--- src/rtl/burst_seq_pkg.sv ---
package burst_seq_pkg;

    localparam int BEAT_W = 2;

    typedef logic [BEAT_W-1:0] beat_t;

    typedef enum logic {
        ORD_LINEAR = 1'b0,
        ORD_XOR    = 1'b1
    } order_e;

    typedef enum logic {
        SRC_PROC  = 1'b0,
        SRC_CACHE = 1'b1
    } src_e;

    typedef struct packed {
        logic load;
        src_e src;
    } start_req_t;

    function automatic beat_t map_low(beat_t start, beat_t beat, order_e ord);
        beat_t r;
        if (ord == ORD_XOR) r = start ^ beat;
        else                r = start + beat;
        return r;
    endfunction

endpackage

--- src/rtl/burst_start_arb.sv ---
module burst_start_arb
    import burst_seq_pkg::*;
(
    input  logic       strobe_proc,
    input  logic       strobe_cache,
    output start_req_t req
);
    always_comb begin
        req.load = strobe_proc | strobe_cache;
        req.src  = strobe_proc ? SRC_PROC : SRC_CACHE;
    end
endmodule

--- src/rtl/burst_beat_ctr.sv ---
module burst_beat_ctr
    import burst_seq_pkg::*;
(
    input  logic  clk,
    input  logic  rst,
    input  logic  load,
    input  logic  step,
    output beat_t beat
);
    beat_t beat_q;

    always_ff @(posedge clk) begin
        if (rst)       beat_q <= '0;
        else if (load) beat_q <= '0;
        else if (step) beat_q <= beat_q + beat_t'(1);
    end

    assign beat = beat_q;

    // the counter steps by one when advancing without a load
    p_beat_step_r5: assert property (@(posedge clk) disable iff (rst)
        (!load && step) |=> (beat == beat_t'($past(beat) + beat_t'(1))));

    // the counter keeps its value when idle
    p_beat_hold_r9: assert property (@(posedge clk) disable iff (rst)
        (!load && !step) |=> $stable(beat));

    // a load returns the counter to zero even while stepping
    p_beat_clear_r10: assert property (@(posedge clk) disable iff (rst)
        load |=> (beat == '0));
endmodule

--- src/rtl/burst_addr_gen.sv ---
module burst_addr_gen
    import burst_seq_pkg::*;
#(
    parameter int ADDR_W = 20
) (
    input  logic              clk,
    input  logic              rst,
    input  logic [ADDR_W-1:0] addr_in,
    input  logic              strobe_proc,
    input  logic              strobe_cache,
    input  logic              advance,
    input  logic              order_sel,
    output logic [ADDR_W-1:0] addr_out,
    output logic [BEAT_W-1:0] beat_idx,
    output logic              start_by_cache
);
    localparam int HI_W = ADDR_W - BEAT_W;

    start_req_t        req;
    beat_t             beat;
    logic [HI_W-1:0]   hi_q;
    beat_t             lo_start_q;
    order_e            ord_q;
    src_e              src_q;
    beat_t             lo_now;

    burst_start_arb u_arb (
        .strobe_proc  (strobe_proc),
        .strobe_cache (strobe_cache),
        .req          (req)
    );

    burst_beat_ctr u_ctr (
        .clk  (clk),
        .rst  (rst),
        .load (req.load),
        .step (advance),
        .beat (beat)
    );

    always_ff @(posedge clk) begin
        if (rst) begin
            hi_q       <= '0;
            lo_start_q <= '0;
            ord_q      <= ORD_LINEAR;
            src_q      <= SRC_PROC;
        end else if (req.load) begin
            hi_q       <= addr_in[ADDR_W-1:BEAT_W];
            lo_start_q <= addr_in[BEAT_W-1:0];
            ord_q      <= order_e'(order_sel);
            src_q      <= req.src;
        end
    end

    always_comb lo_now = map_low(lo_start_q, beat, ord_q);

    assign addr_out       = {hi_q, lo_now};
    assign beat_idx       = beat;
    assign start_by_cache = (src_q == SRC_CACHE);

    // a processor strobe loads the address and opens beat 0
    p_proc_load_r2: assert property (@(posedge clk) disable iff (rst)
        strobe_proc |=> (addr_out == $past(addr_in)) && (beat_idx == '0) && !start_by_cache);

    // a lone cache strobe loads the address and flags its source
    p_cache_load_r3: assert property (@(posedge clk) disable iff (rst)
        (strobe_cache && !strobe_proc) |=> (addr_out == $past(addr_in)) && start_by_cache);

    // the processor strobe wins a tie
    p_proc_wins_r4: assert property (@(posedge clk) disable iff (rst)
        (strobe_proc && strobe_cache) |=> !start_by_cache);

    // linear order steps the low bits by one
    p_linear_step_r6: assert property (@(posedge clk) disable iff (rst)
        (!req.load && advance && ord_q == ORD_LINEAR)
        |=> (addr_out[1:0] == beat_t'($past(addr_out[1:0]) + beat_t'(1))));

    // interleaved order moves the low bits with the beat's bit flips
    p_xor_step_r7: assert property (@(posedge clk) disable iff (rst)
        (!req.load && advance && ord_q == ORD_XOR)
        |=> ((addr_out[1:0] ^ $past(addr_out[1:0])) == (beat_idx ^ $past(beat_idx))));

    // upper address bits stay fixed without a strobe
    p_upper_fixed_r8: assert property (@(posedge clk) disable iff (rst)
        !req.load |=> $stable(addr_out[ADDR_W-1:BEAT_W]));

    // nothing moves when idle
    p_hold_r9: assert property (@(posedge clk) disable iff (rst)
        (!req.load && !advance) |=> $stable(addr_out) && $stable(start_by_cache));

    // the captured order is kept between strobes
    p_order_kept_r11: assert property (@(posedge clk) disable iff (rst)
        !req.load |=> $stable(ord_q));
endmodule

--- config.mk ---
export PLATFORM = sky130hd
export DESIGN_NAME = burst_addr_gen
export DESIGN_NICKNAME = d
export VERILOG_FILES = /design/src/rtl/burst_seq_pkg.sv /design/src/rtl/burst_start_arb.sv /design/src/rtl/burst_beat_ctr.sv /design/src/rtl/burst_addr_gen.sv
export SDC_FILE = /design/constraint.sdc
export NUM_CORES = 1
export LEC_CHECK = 0
export ABC_AREA = 1
export BUFFER_PORTS_ARGS = -buffer_cell sky130_fd_sc_hd__buf_4
export CORE_MARGIN = 10
export CORE_UTILIZATION = 50
export CTS_BUF_LIST = sky130_fd_sc_hd__clkbuf_8
export CTS_CLUSTER_DIAMETER = 60
export CTS_CLUSTER_SIZE = 14
export DETAILED_ROUTE_END_ITERATION = 8
export GPL_TIMING_DRIVEN = 1
export HOLD_SLACK_MARGIN = 0.05
export PLACE_DENSITY = 0.86
export SKIP_CTS_REPAIR_TIMING = 1
export SLEW_MARGIN = 20
export SYNTH_ARGS = -nofsm -noshare
export SYNTH_HDL_FRONTEND = slang
export SYNTH_SLANG_ARGS = --single-unit
--- constraint.sdc ---
create_clock -name clk -period 3.6 [get_ports clk]
set_clock_uncertainty 0.15 [all_clocks]
set_input_delay 1.08 -clock clk [delete_from_list [all_inputs] [get_ports clk]]
set_output_delay 1.08 -clock clk [all_outputs]
set_load 0.005 [all_outputs]
# [Word level (Yosys, flattened, before mapping)]
# Index checks and enable logic that the tools add are counted.
[op_classes] bitwise_logic=2 n_addsub=2 n_reduce_logical=1 mux=2
[op_table] op="2-bit by 1-bit adder with 2-bit output, second input constant" count=1
[op_table] op="2-bit adder" count=1
[op_table] op="2-bit 2-to-1 mux" count=1
[op_table] op="2-bit OR reduction" count=1
[op_table] op="2-bit bitwise XOR" count=1
[op_table] op="1-bit 2-to-1 mux" count=1
[op_table] op="1-bit bitwise OR" count=1
[totals] inputBits=26 out_inout_bits=23 ff_bits=24

# [Longest topological paths before layout]
# Gate-level depths: netlist of run 1.
[depth] ltp_word=2 depth_mapped=6 depth_no_buf=6

# [Hierarchy]
# A second synthesis of run 1 with hierarchy kept.
[hier_totals] cells_unflattened=125 area_unflattened_um2=1018.5
[by_module_without_submodules] mod="burst_addr_gen" n_inst=1 seq_area_each_um2=440.4 cells_per_inst=111 area_each_um2=925.9
[by_module_without_submodules] mod="burst_beat_ctr" n_inst=1 seq_area_each_um2=40.0 cells_per_inst=11 area_each_um2=78.8
[by_module_without_submodules] mod="burst_start_arb" n_inst=1 seq_area_each_um2=0.0 cells_per_inst=3 area_each_um2=13.8

# [Worst setup path before layout of run 1]
# Ideal clock, no wire load.
[synth_path] path_type="reg2out" start="register u_ctr.beat_q[0] (netlist: u_ctr.beat[0])" end="output addr_out[1]" stages_incl_launch_ff=7 n_path_buf=0 slack_ns=1.584 arrival_ns=0.786 path_cell_list="dfxtp_1 ha_1 inv_1 nor2_1 nand3_1 nand2_1 inv_1"
[synth_via] elab_chain_len=2
[synth_lines] element="start: declaration" line_no="burst_beat_ctr.sv:10" rtl="beat_t beat_q;"
[synth_lines] element="start signal: assignment" line_no="burst_beat_ctr.sv:15" rtl="else if (step) beat_q <= beat_q + beat_t'(1);"
[synth_lines] element="2-bit adder" line_no="burst_seq_pkg.sv:25" rtl="else r = start + beat;"
[synth_lines] element="2-bit 2-to-1 mux" line_no="burst_seq_pkg.sv:24" rtl="if (ord == ORD_XOR) r = start ^ beat;"
[synth_lines] element="end: declaration" line_no="burst_addr_gen.sv:13" rtl="output logic [ADDR_W-1:0] addr_out,"
# No other way between the ends.

# [Worst setup path in the final report of run 1]
# Same ends and word-level chain as after synthesis.

==> impl_results.md, run 1 <==
- Outcome: completed
- Synth Area in XOR/XNOR: 0%
- Vias: approximately 940
- Final Hold Viols: 0
- Syn Std Cell Area: 991 um^2
- Complex-gate fraction of the synthesized area: 14.0%
- Antenna violations before repair: 0
- Critical path class: flop to primary output
- Vias in the first global route: between 1000 and 1500
- Critical path capture point type: primary output
- Die W: 64.5 um
- CTS tree: built
- Final Setup Violations: 0
- Post-Route WL: 2620 um
- Global route overflow: 0
- Boundary Pins: 49
- Residual DRC: 0
- Clock sink count: 24
- First-pass GRT wire length: 4340 um
- Clk root buf: clkbuf_8
- CP Max Fanout: 4
- CTS Buf Count: 3
- Worst skew pair latency: 0.25 ns
- Maximum vdd drop: 0.265 mV
- DIE AREA: roughly 4200 um^2
- Reg2Reg Launch Point: u_ctr.beat[0]$_SDFFE_PP0P_
- Max-Cap Viols: 0
- Worst hold path type: flop to flop
- Htree depth: 1
- Worst Hold End: start_by_cache$_SDFFE_PP0P_
- Reg-to-Reg End: u_ctr.beat[1]$_SDFFE_PP0P_
- Non-filler cells, final: 193
- Rows: 16
- Post-Synthesis Cells: ~120
- Total negative slack: 0 ns
- Detailed placer's ending HPWL: 2090 um
- Maximum clock rate: 406 MHz
- Fin. max-slew vios: 0
- Post-route ant nets: 0
- WL per Instance: between 10 and 15 um
- Sequential area share after synthesis: 48.5%
- Worst Setup Start Kind: flop
- Unique cell type count in the Yosys netlist: 17
- Port Buf Inserts: 48
- Yosys warns: 0
- Drt initial violations: 35
- Final-stage net count: 195
- Period utilisation layout: roughly 68%
- Power Dens Cells: 392 nW/um^2
- Layout fillers: 166
- Syn Area/Cell: 8.06 um^2
- Hold path depth: 2
- Worst Max-Slew Pin Slew: 0.618 ns
- Clock Tree Buf Depth: 2
- Simple-gate portion of the synthesized area: 28.7%
- P_leak: 0.657 nW
- Slew HR: 58.7%
- Core box area: 1920 um^2
- RSZ-0062 raised after global routing: false
- CP required: 2.37 ns
- Fin crit period: 2.47 ns
- Largest family of logic cells by synthesized area: simple AND/OR/NAND/NOR gates
- Initial Util: 51.6%
- Worst setup margin: 1.13 ns
- Flop2flop setup slack: 2.64 ns
- DRT Pass-1 Iters: 4
- Mapped Nets: 150
- FF-to-FF path depth: 5
- Cell count after placement: 190
- Layout cell share with drive strength beyond 1: 38.6%
- Adder-cell share of the synthesized area: 1.26%
- Area grow syn2layout: 39.0%
- Hold_sp: start_by_cache$_SDFFE_PP0P_
- Worst-path clk slew: ~0.07 ns
- Vias per Instance: 4.89
- Commonest non-fill, non-tap cell in the layout: buf_4
- Largest net degree at the start of global routing: 24
- N_diodes: 0
- Gr usage total: 12.5%
- DP Worst Slack: 1.32 ns
- Mux cell area share after synthesis: 0%
- Die H: 64.5 um
- Most frequent cells in the layout: buf_4 (48), nor2_1 (25), dfxtp_1 (24), nor3_1 (22)
- #FFs+latches synth: 24
- GPL Wtd Cong: 0.617
- Worst path arrival time: 1.24 ns
==> synth_stat cells <==
cell type / n / area (um^2)
o21ai_1: 10 / 50.1
dfxtp_1: 24 / 480
nor2_1: 25 / 93.8
nand2_4: 1 / 11.3
nor3_1: 22 / 110
o21ai_2: 9 / 78.8
buf_4: 1 / 7.51
ha_1: 1 / 12.5
nor3_2: 1 / 10.0
nor2_4: 1 / 11.3
buf_2: 6 / 30.0
inv_1: 6 / 22.5
o21ai_0: 2 / 10.0
buf_6: 1 / 11.3
inv_2: 1 / 3.75
nand2_1: 10 / 37.5
nand3_1: 2 / 10.0
==> per-layer routing <==
metal | share of wire [%] | up-vias | GRT usage, %
met5 | 0 | - | 0
met4 | 1.1 | 0 | 5.88
met3 | 3.0 | 2 | 2.41
met2 | 61 | 15 | 26.5
met1 | 34 | 434 | 10.6
li1 | - | 492 | -
==> sequential cells by signal, indices dropped and copies added, names as in the netlist <==
name	count
hi_q	18
lo_start_q	2
start_by_cache	1
u_ctr.beat	2
ord_q	1
==> kinds of logic after synthesis <==
| group | Yosys count |
|---|---|
| DFF | 24 |
| AOI/OAI and AO/OA | 21 |
| adders and majority gates | 1 |
| buffers and inverters | 15 |
| and+or+nand+nor | 62 |
==> report_power, final <==
part / switching [mW] / internal, mW
clock network: 0.0738 / 0.0745
registers: 0.0107 / 0.283
logic: 0.0450 / 0.0533
total: 0.129 / 0.411
==> critical path: stages (launching register included) <==
cell     delay (ns)
dfxtp_1        0.38
ha_1           0.19
inv_1          0.04
nor2_1         0.08
nand3_1        0.07
nand2_1        0.07
inv_1          0.04
buf_4          0.12
==> area by class of cell <==
| cell class | instances | area [um^2] | area share, % |
|---|---|---|---|
| multi-input combinational | 84 | 435 | 31.6 |
| inverter | 7 | 26.3 | 1.91 |
| clock buffer | 3 | 41.3 | 3.00 |
| sequential | 24 | 480 | 34.9 |
| timing repair buffer | 48 | 360 | 26.2 |
| tap | 27 | 33.8 | 2.45 |
==> worst max-delay path by stage <==
stage | cells after the start | slack, ns | to | startpoint
after floorplan | 6 | 1.58 | addr_out[1] | u_ctr.beat[0]$_SDFFE_PP0P_
after global placement | 4 | 1.35 | lo_start_q[0]$_SDFFE_PP0P_ | strobe_proc
after detailed placement | 4 | 1.32 | lo_start_q[0]$_SDFFE_PP0P_ | strobe_proc
after CTS | 7 | 1.13 | addr_out[1] | u_ctr.beat[0]$_SDFFE_PP0P_
after global routing | 7 | 0.96 | addr_out[1] | u_ctr.beat[0]$_SDFFE_PP0P_
final | 7 | 1.13 | addr_out[1] | u_ctr.beat[0]$_SDFFE_PP0P_
==> stage by stage <==
| step | power, mW | hold WS, ns | util, % | area (um^2) |
|---|---|---|---|---|
| after floorplan | 0.344 | 0.313 | - | 991 |
| after global placement | 0.396 | 0.328 | 69.5 | 1340 |
| after detailed placement | 0.400 | 0.337 | 69.5 | 1340 |
| after CTS | 0.547 | 0.349 | 71.7 | 1380 |
| after global routing | 0.567 | 0.390 | 71.7 | 1380 |
| final | 0.541 | 0.348 | 71.7 | 1380 |
No activity file was read; power rests on OpenSTA's default activity.
==> run 2: changes to the inputs <==
--- a/config.mk
+++ b/config.mk
@@ -8,14 +8,14 @@
 export ABC_AREA = 1
 export BUFFER_PORTS_ARGS = -buffer_cell sky130_fd_sc_hd__buf_4
 export CORE_MARGIN = 10
-export CORE_UTILIZATION = 50
+export CORE_UTILIZATION = 46
 export CTS_BUF_LIST = sky130_fd_sc_hd__clkbuf_8
 export CTS_CLUSTER_DIAMETER = 60
 export CTS_CLUSTER_SIZE = 14
 export DETAILED_ROUTE_END_ITERATION = 8
 export GPL_TIMING_DRIVEN = 1
 export HOLD_SLACK_MARGIN = 0.05
-export PLACE_DENSITY = 0.86
+export PLACE_DENSITY = 0.8
 export SKIP_CTS_REPAIR_TIMING = 1
 export SLEW_MARGIN = 20
 export SYNTH_ARGS = -nofsm -noshare
==> constraint.sdc (replaced) <==
create_clock -name clk -period 2.49 [get_ports clk]
set_clock_uncertainty 0.15 [all_clocks]
set_input_delay 0.747 -clock clk [delete_from_list [all_inputs] [get_ports clk]]
set_output_delay 0.747 -clock clk [all_outputs]
set_load 0.005 [all_outputs]
==> impl_results.md, run 2 (synthesized netlist as in run 1, its figures left out) <==
- Clock Tree Buf Depth: 2
- Finished Cell Area: 1420 um^2
- Worst setup margin: approximately 0.33 ns
- Max reg flops: 18
- Core box area: 2000 um^2
- Power Dens Cells: 635 nW/um^2
- Htree depth: 1
- Commonest non-fill, non-tap cell in the layout: buf_4
- Reg2Reg Launch Point: u_ctr.beat[0]$_SDFFE_PP0P_
- Slew HR: 71.0%
- Boundary Pins: 49
- Initial Util: 49.5%
- Port Buf Inserts: 48
- Clock sink count: 24
- CTS tree: built
- Top sig layer: met4
- Post-route ant nets: 0
- Rows: 16
- Residual DRC: 0
- Fin crit period: around 2.2 ns
- Critical path capture point type: primary output
- Largest Register: hi_q
- Area after DPL: 1340 um^2
- Worst path arrival time: 1.26 ns
- RSZ-0062 raised after global routing: false
- CTS Buf Count: 3
- Antenna violations before repair: 0
- DRT met1 WL: 981 um
- P_leak: between 0.6 and 0.7 nW
- Layout fillers: 181
- Vias in the first global route: 953
- CP Max Fanout: 4
- Area grow syn2layout: 42.8%
- DIE AREA: 4410 um^2
- Worst Max-Slew Pin Slew: 0.435 ns
- Post-Route WL: around 2700 um
- Max-Cap Viols: 0
- Final Setup Violations: 0
- Vias per Instance: 4.89
- Total negative slack: 0 ns
- Maximum clock rate: 463 MHz
- Critical path class: flop to primary output
- Most frequent cells in the layout: buf_4 (49), nor2_1 (25), dfxtp_1 (24), nor3_1 (22)
- N_diodes: 0
- DRT Pass-1 Iters: 4
- Worst setup startpoint: u_ctr.beat[0]$_SDFFE_PP0P_
- Worst hold path type: flop to flop
- WL met2: about 1500 um
- Worst-path clk slew: about 0.080 ns
- Die H: 66.4 um
- DP Worst Slack: slightly above 0.5 ns
- Drt initial violations: 20
- Gr usage total: 12.1%
- Register area: 480 um^2
- Clk root buf: clkbuf_8
- Outcome: completed
- Met3 wire len: 132 um
- Multi-input combinational cell area: 435 um^2
- GPL Wtd Cong: 0.712
- Global route overflow: 0
- Die W: 66.4 um
- Detailed placer's ending HPWL: 2140 um
- Layout cell share with drive strength beyond 1: between 30% and 40%
- Maximum vdd drop: 0.511 mV
- WL per Instance: about 14 um
- Largest net degree at the start of global routing: 24
- Final-stage net count: 196
- First-pass GRT wire length: between 4000 and 5000 um
- Final Hold Viols: 0
- Worst skew pair latency: 0.26 ns
- Vias: 953
- Worst Setup Start Kind: flop
- CP required: 1.59 ns
- Fin. max-slew vios: 0
- Period utilisation layout: between 80% and 90%
- Hold_sp: hi_q[9]$_SDFFE_PP0P_
## run 2: cell count changes in the layout (fill, tap and decap cells not counted)
cell       delta
buf_4         +1
bufinv_16     +1
## run 2: layout make-up
class,instances,area share (%)
clock buffer,3,2.92
clock inverter,1,2.12
inverter,7,1.86
multi-input combinational,84,30.8
sequential,24,34.0
tap,27,2.39
timing repair buffer,49,26.0
## run 2: worst max-delay path: stages (launching register included)
cell and delay [ns]:
dfxtp_1 0.39, ha_1 0.19, inv_1 0.04, nor2_1 0.08, nand3_1 0.08, nand2_1 0.06, inv_1 0.03, buf_4 0.12
## run 2: worst paths after layout
kind                                 to  slack, ns  depth (start not counted)
max                         addr_out[1]       0.33                          7
min                hi_q[9]$_SDFFE_PP0P_       0.35                          2
max reg2reg  u_ctr.beat[1]$_SDFFE_PP0P_       1.52                          5
min reg2reg        hi_q[9]$_SDFFE_PP0P_       0.35                          2
## run 2: metrics by stage
stage / hold slack, ns / power, mW / std cells / utilization [%]
5_1_grt: 0.369 / 0.940 / 195 / 70.7
4_1_cts: 0.350 / 0.907 / 195 / 70.7
2_1_floorplan: 0.313 / 0.497 / 123 / -
3_5_place_dp: 0.331 / 0.580 / 191 / 67.1
3_3_place_gp: 0.322 / 0.574 / 191 / 67.1
6_report: 0.345 / 0.899 / 195 / 70.7
## run 2: report_power, final
part	total, mW	switching (mW)	internal (mW)
clock	0.331	0.116	0.215
combinational	0.144	0.0660	0.0779
sequential	0.424	0.0146	0.410
## run 2: metal layers
| layer | vias up | GRT usage (%) |
|---|---|---|
| met1 | 433 | 12.4 |
| met2 | 21 | 23.0 |
| li1 | 495 | - |
| met5 | - | 0 |
| met3 | 4 | 2.54 |
| met4 | 0 | 4.71 |
==> run 3: changes to the inputs <==
==> constraint.sdc (replaced) <==
create_clock -name clk -period 2.49 [get_ports clk]
set_clock_uncertainty 0.15 [all_clocks]
set_input_delay 0.3735 -clock clk [delete_from_list [all_inputs] [get_ports clk]]
set_output_delay 0.3735 -clock clk [all_outputs]
set_load 0.005 [all_outputs]
==> impl_results.md, run 3 (synthesized netlist as in run 1, its figures left out) <==
- Outcome: completed
- FF-to-FF path depth: 5
- Multi-input combinational cell area: 435 um^2
- Die H: 66.4 um
- Layout cell share with drive strength beyond 1: around 39%
- Worst Max-Slew Pin Slew: 0.631 ns
- First-pass GRT wire length: between 4000 and 5000 um
- CP required: slightly below 2 ns
- Clk root buf: clkbuf_8
- CTS Buf Count: 3
- Area grow syn2layout: 39.0%
- CTS tree: built
- Power Dens Cells: 572 nW/um^2
- Post-route ant nets: 0
- P_leak: 0.657 nW
- Slew HR: 57.8%
- Worst hold path type: primary input to flop
- Fin. max-slew vios: 0
- Final-stage net count: 195
- Htree depth: 1
- Most frequent cells in the layout: buf_4 (48), nor2_1 (25), dfxtp_1 (24), nor3_1 (22)
- Detailed placer's ending HPWL: 2010 um
- GPL Wtd Cong: about 0.71
- Post-Route WL: around 2600 um
- Boundary Pins: 49
- N_diodes: 0
- Drt initial violations: 37
- Gr busiest metal: met2
- Critical path capture point type: primary output
- DRT Pass-1 Iters: 4
- Grt met1 use: 10.5%
- Vias in the first global route: about 950
- Critical path class: flop to primary output
- Residual DRC: 0
- Clock Tree Buf Depth: 2
- Worst-path clk slew: 0.08 ns
- DP Worst Slack: 0.902 ns
- Final Setup Violations: 0
- Vias: 930
- Max reg flops: 18
- Max-Cap Viols: 0
- DIE AREA: 4410 um^2
- RSZ-0062 raised after global routing: false
- Gr usage total: 12.0%
- Total negative slack: 0 ns
- Rows: 16
- Worst Setup Start Kind: flop
- Final Hold Viols: 0
- Vias per Instance: roughly 4.8
- Maximum clock rate: ~550 MHz
- Maximum vdd drop: 0.365 mV
- Largest Register: hi_q
- Period utilisation layout: between 70 and 80%
- Worst skew pair latency: 0.26 ns
- Port Buf Inserts: 48
- Worst path arrival time: roughly 1.3 ns
- Fin crit period: 1.82 ns
- Die W: 66.4 um
- Global route overflow: 0
- Largest net degree at the start of global routing: 24
- Worst setup margin: 0.669 ns
- Met3 Track Usage GR: 3.05%
- Core box area: 2000 um^2
- Hold path depth: 2
- Final total power: 0.788 mW
- Register area: 480 um^2
- Initial Util: 49.5%
- Antenna violations before repair: 0
- Commonest non-fill, non-tap cell in the layout: buf_4
- Layout fillers: 171
- Grt met2 use: 24.0%
- Final hold slack: 0.132 ns
- Util after Layout: 68.8%
- CP Max Fanout: 4
- Clock sink count: 24
- WL per Instance: roughly 14 um
-- run 3: report_power, final --
part           switching [mW]  total, mW  internal (mW)
Clock                   0.115      0.223          0.108
Sequential             0.0147      0.424          0.410
Combinational          0.0642      0.141         0.0768
Total                   0.194      0.788          0.594
-- run 3: final timing paths --
check,endpoint,slack [ns],startpoint
worst max-delay path,addr_out[1],0.67,u_ctr.beat[0]$_SDFFE_PP0P_
worst min-delay path,start_by_cache$_SDFFE_PP0P_,0.13,rst
worst max register to register,u_ctr.beat[1]$_SDFFE_PP0P_,1.54,u_ctr.beat[0]$_SDFFE_PP0P_
worst min register to register,start_by_cache$_SDFFE_PP0P_,0.34,start_by_cache$_SDFFE_PP0P_
-- run 3: critical path, stage by stage, from the launching register on --
cell and delay [ns]:
dfxtp_1 0.38, ha_1 0.19, inv_1 0.05, nor2_1 0.10, nand3_1 0.09, nand2_1 0.07
inv_1 0.04, buf_4 0.12
-- run 3: stage by stage --
stage          area [um^2]  instances
2_1_floorplan          991        123
3_3_place_gp          1340        190
3_5_place_dp          1340        190
4_1_cts               1380        193
5_1_grt               1380        193
6_report              1380        193
-- run 3: cell type report --
class,instances,share of cell area (%)
Clock buffer,3,3.00
Inverter,7,1.91
Multi-Input combinational cell,84,31.6
Sequential cell,24,34.9
Tap cell,27,2.45
Timing Repair Buffer,48,26.2
-- run 3: metal layers --
layer | vias to the layer above | part of all wire, %
met5 | - | 0
met4 | 0 | 1.1
met3 | 2 | 4.5
met2 | 17 | 59
met1 | 417 | 36
li1 | 494 | -
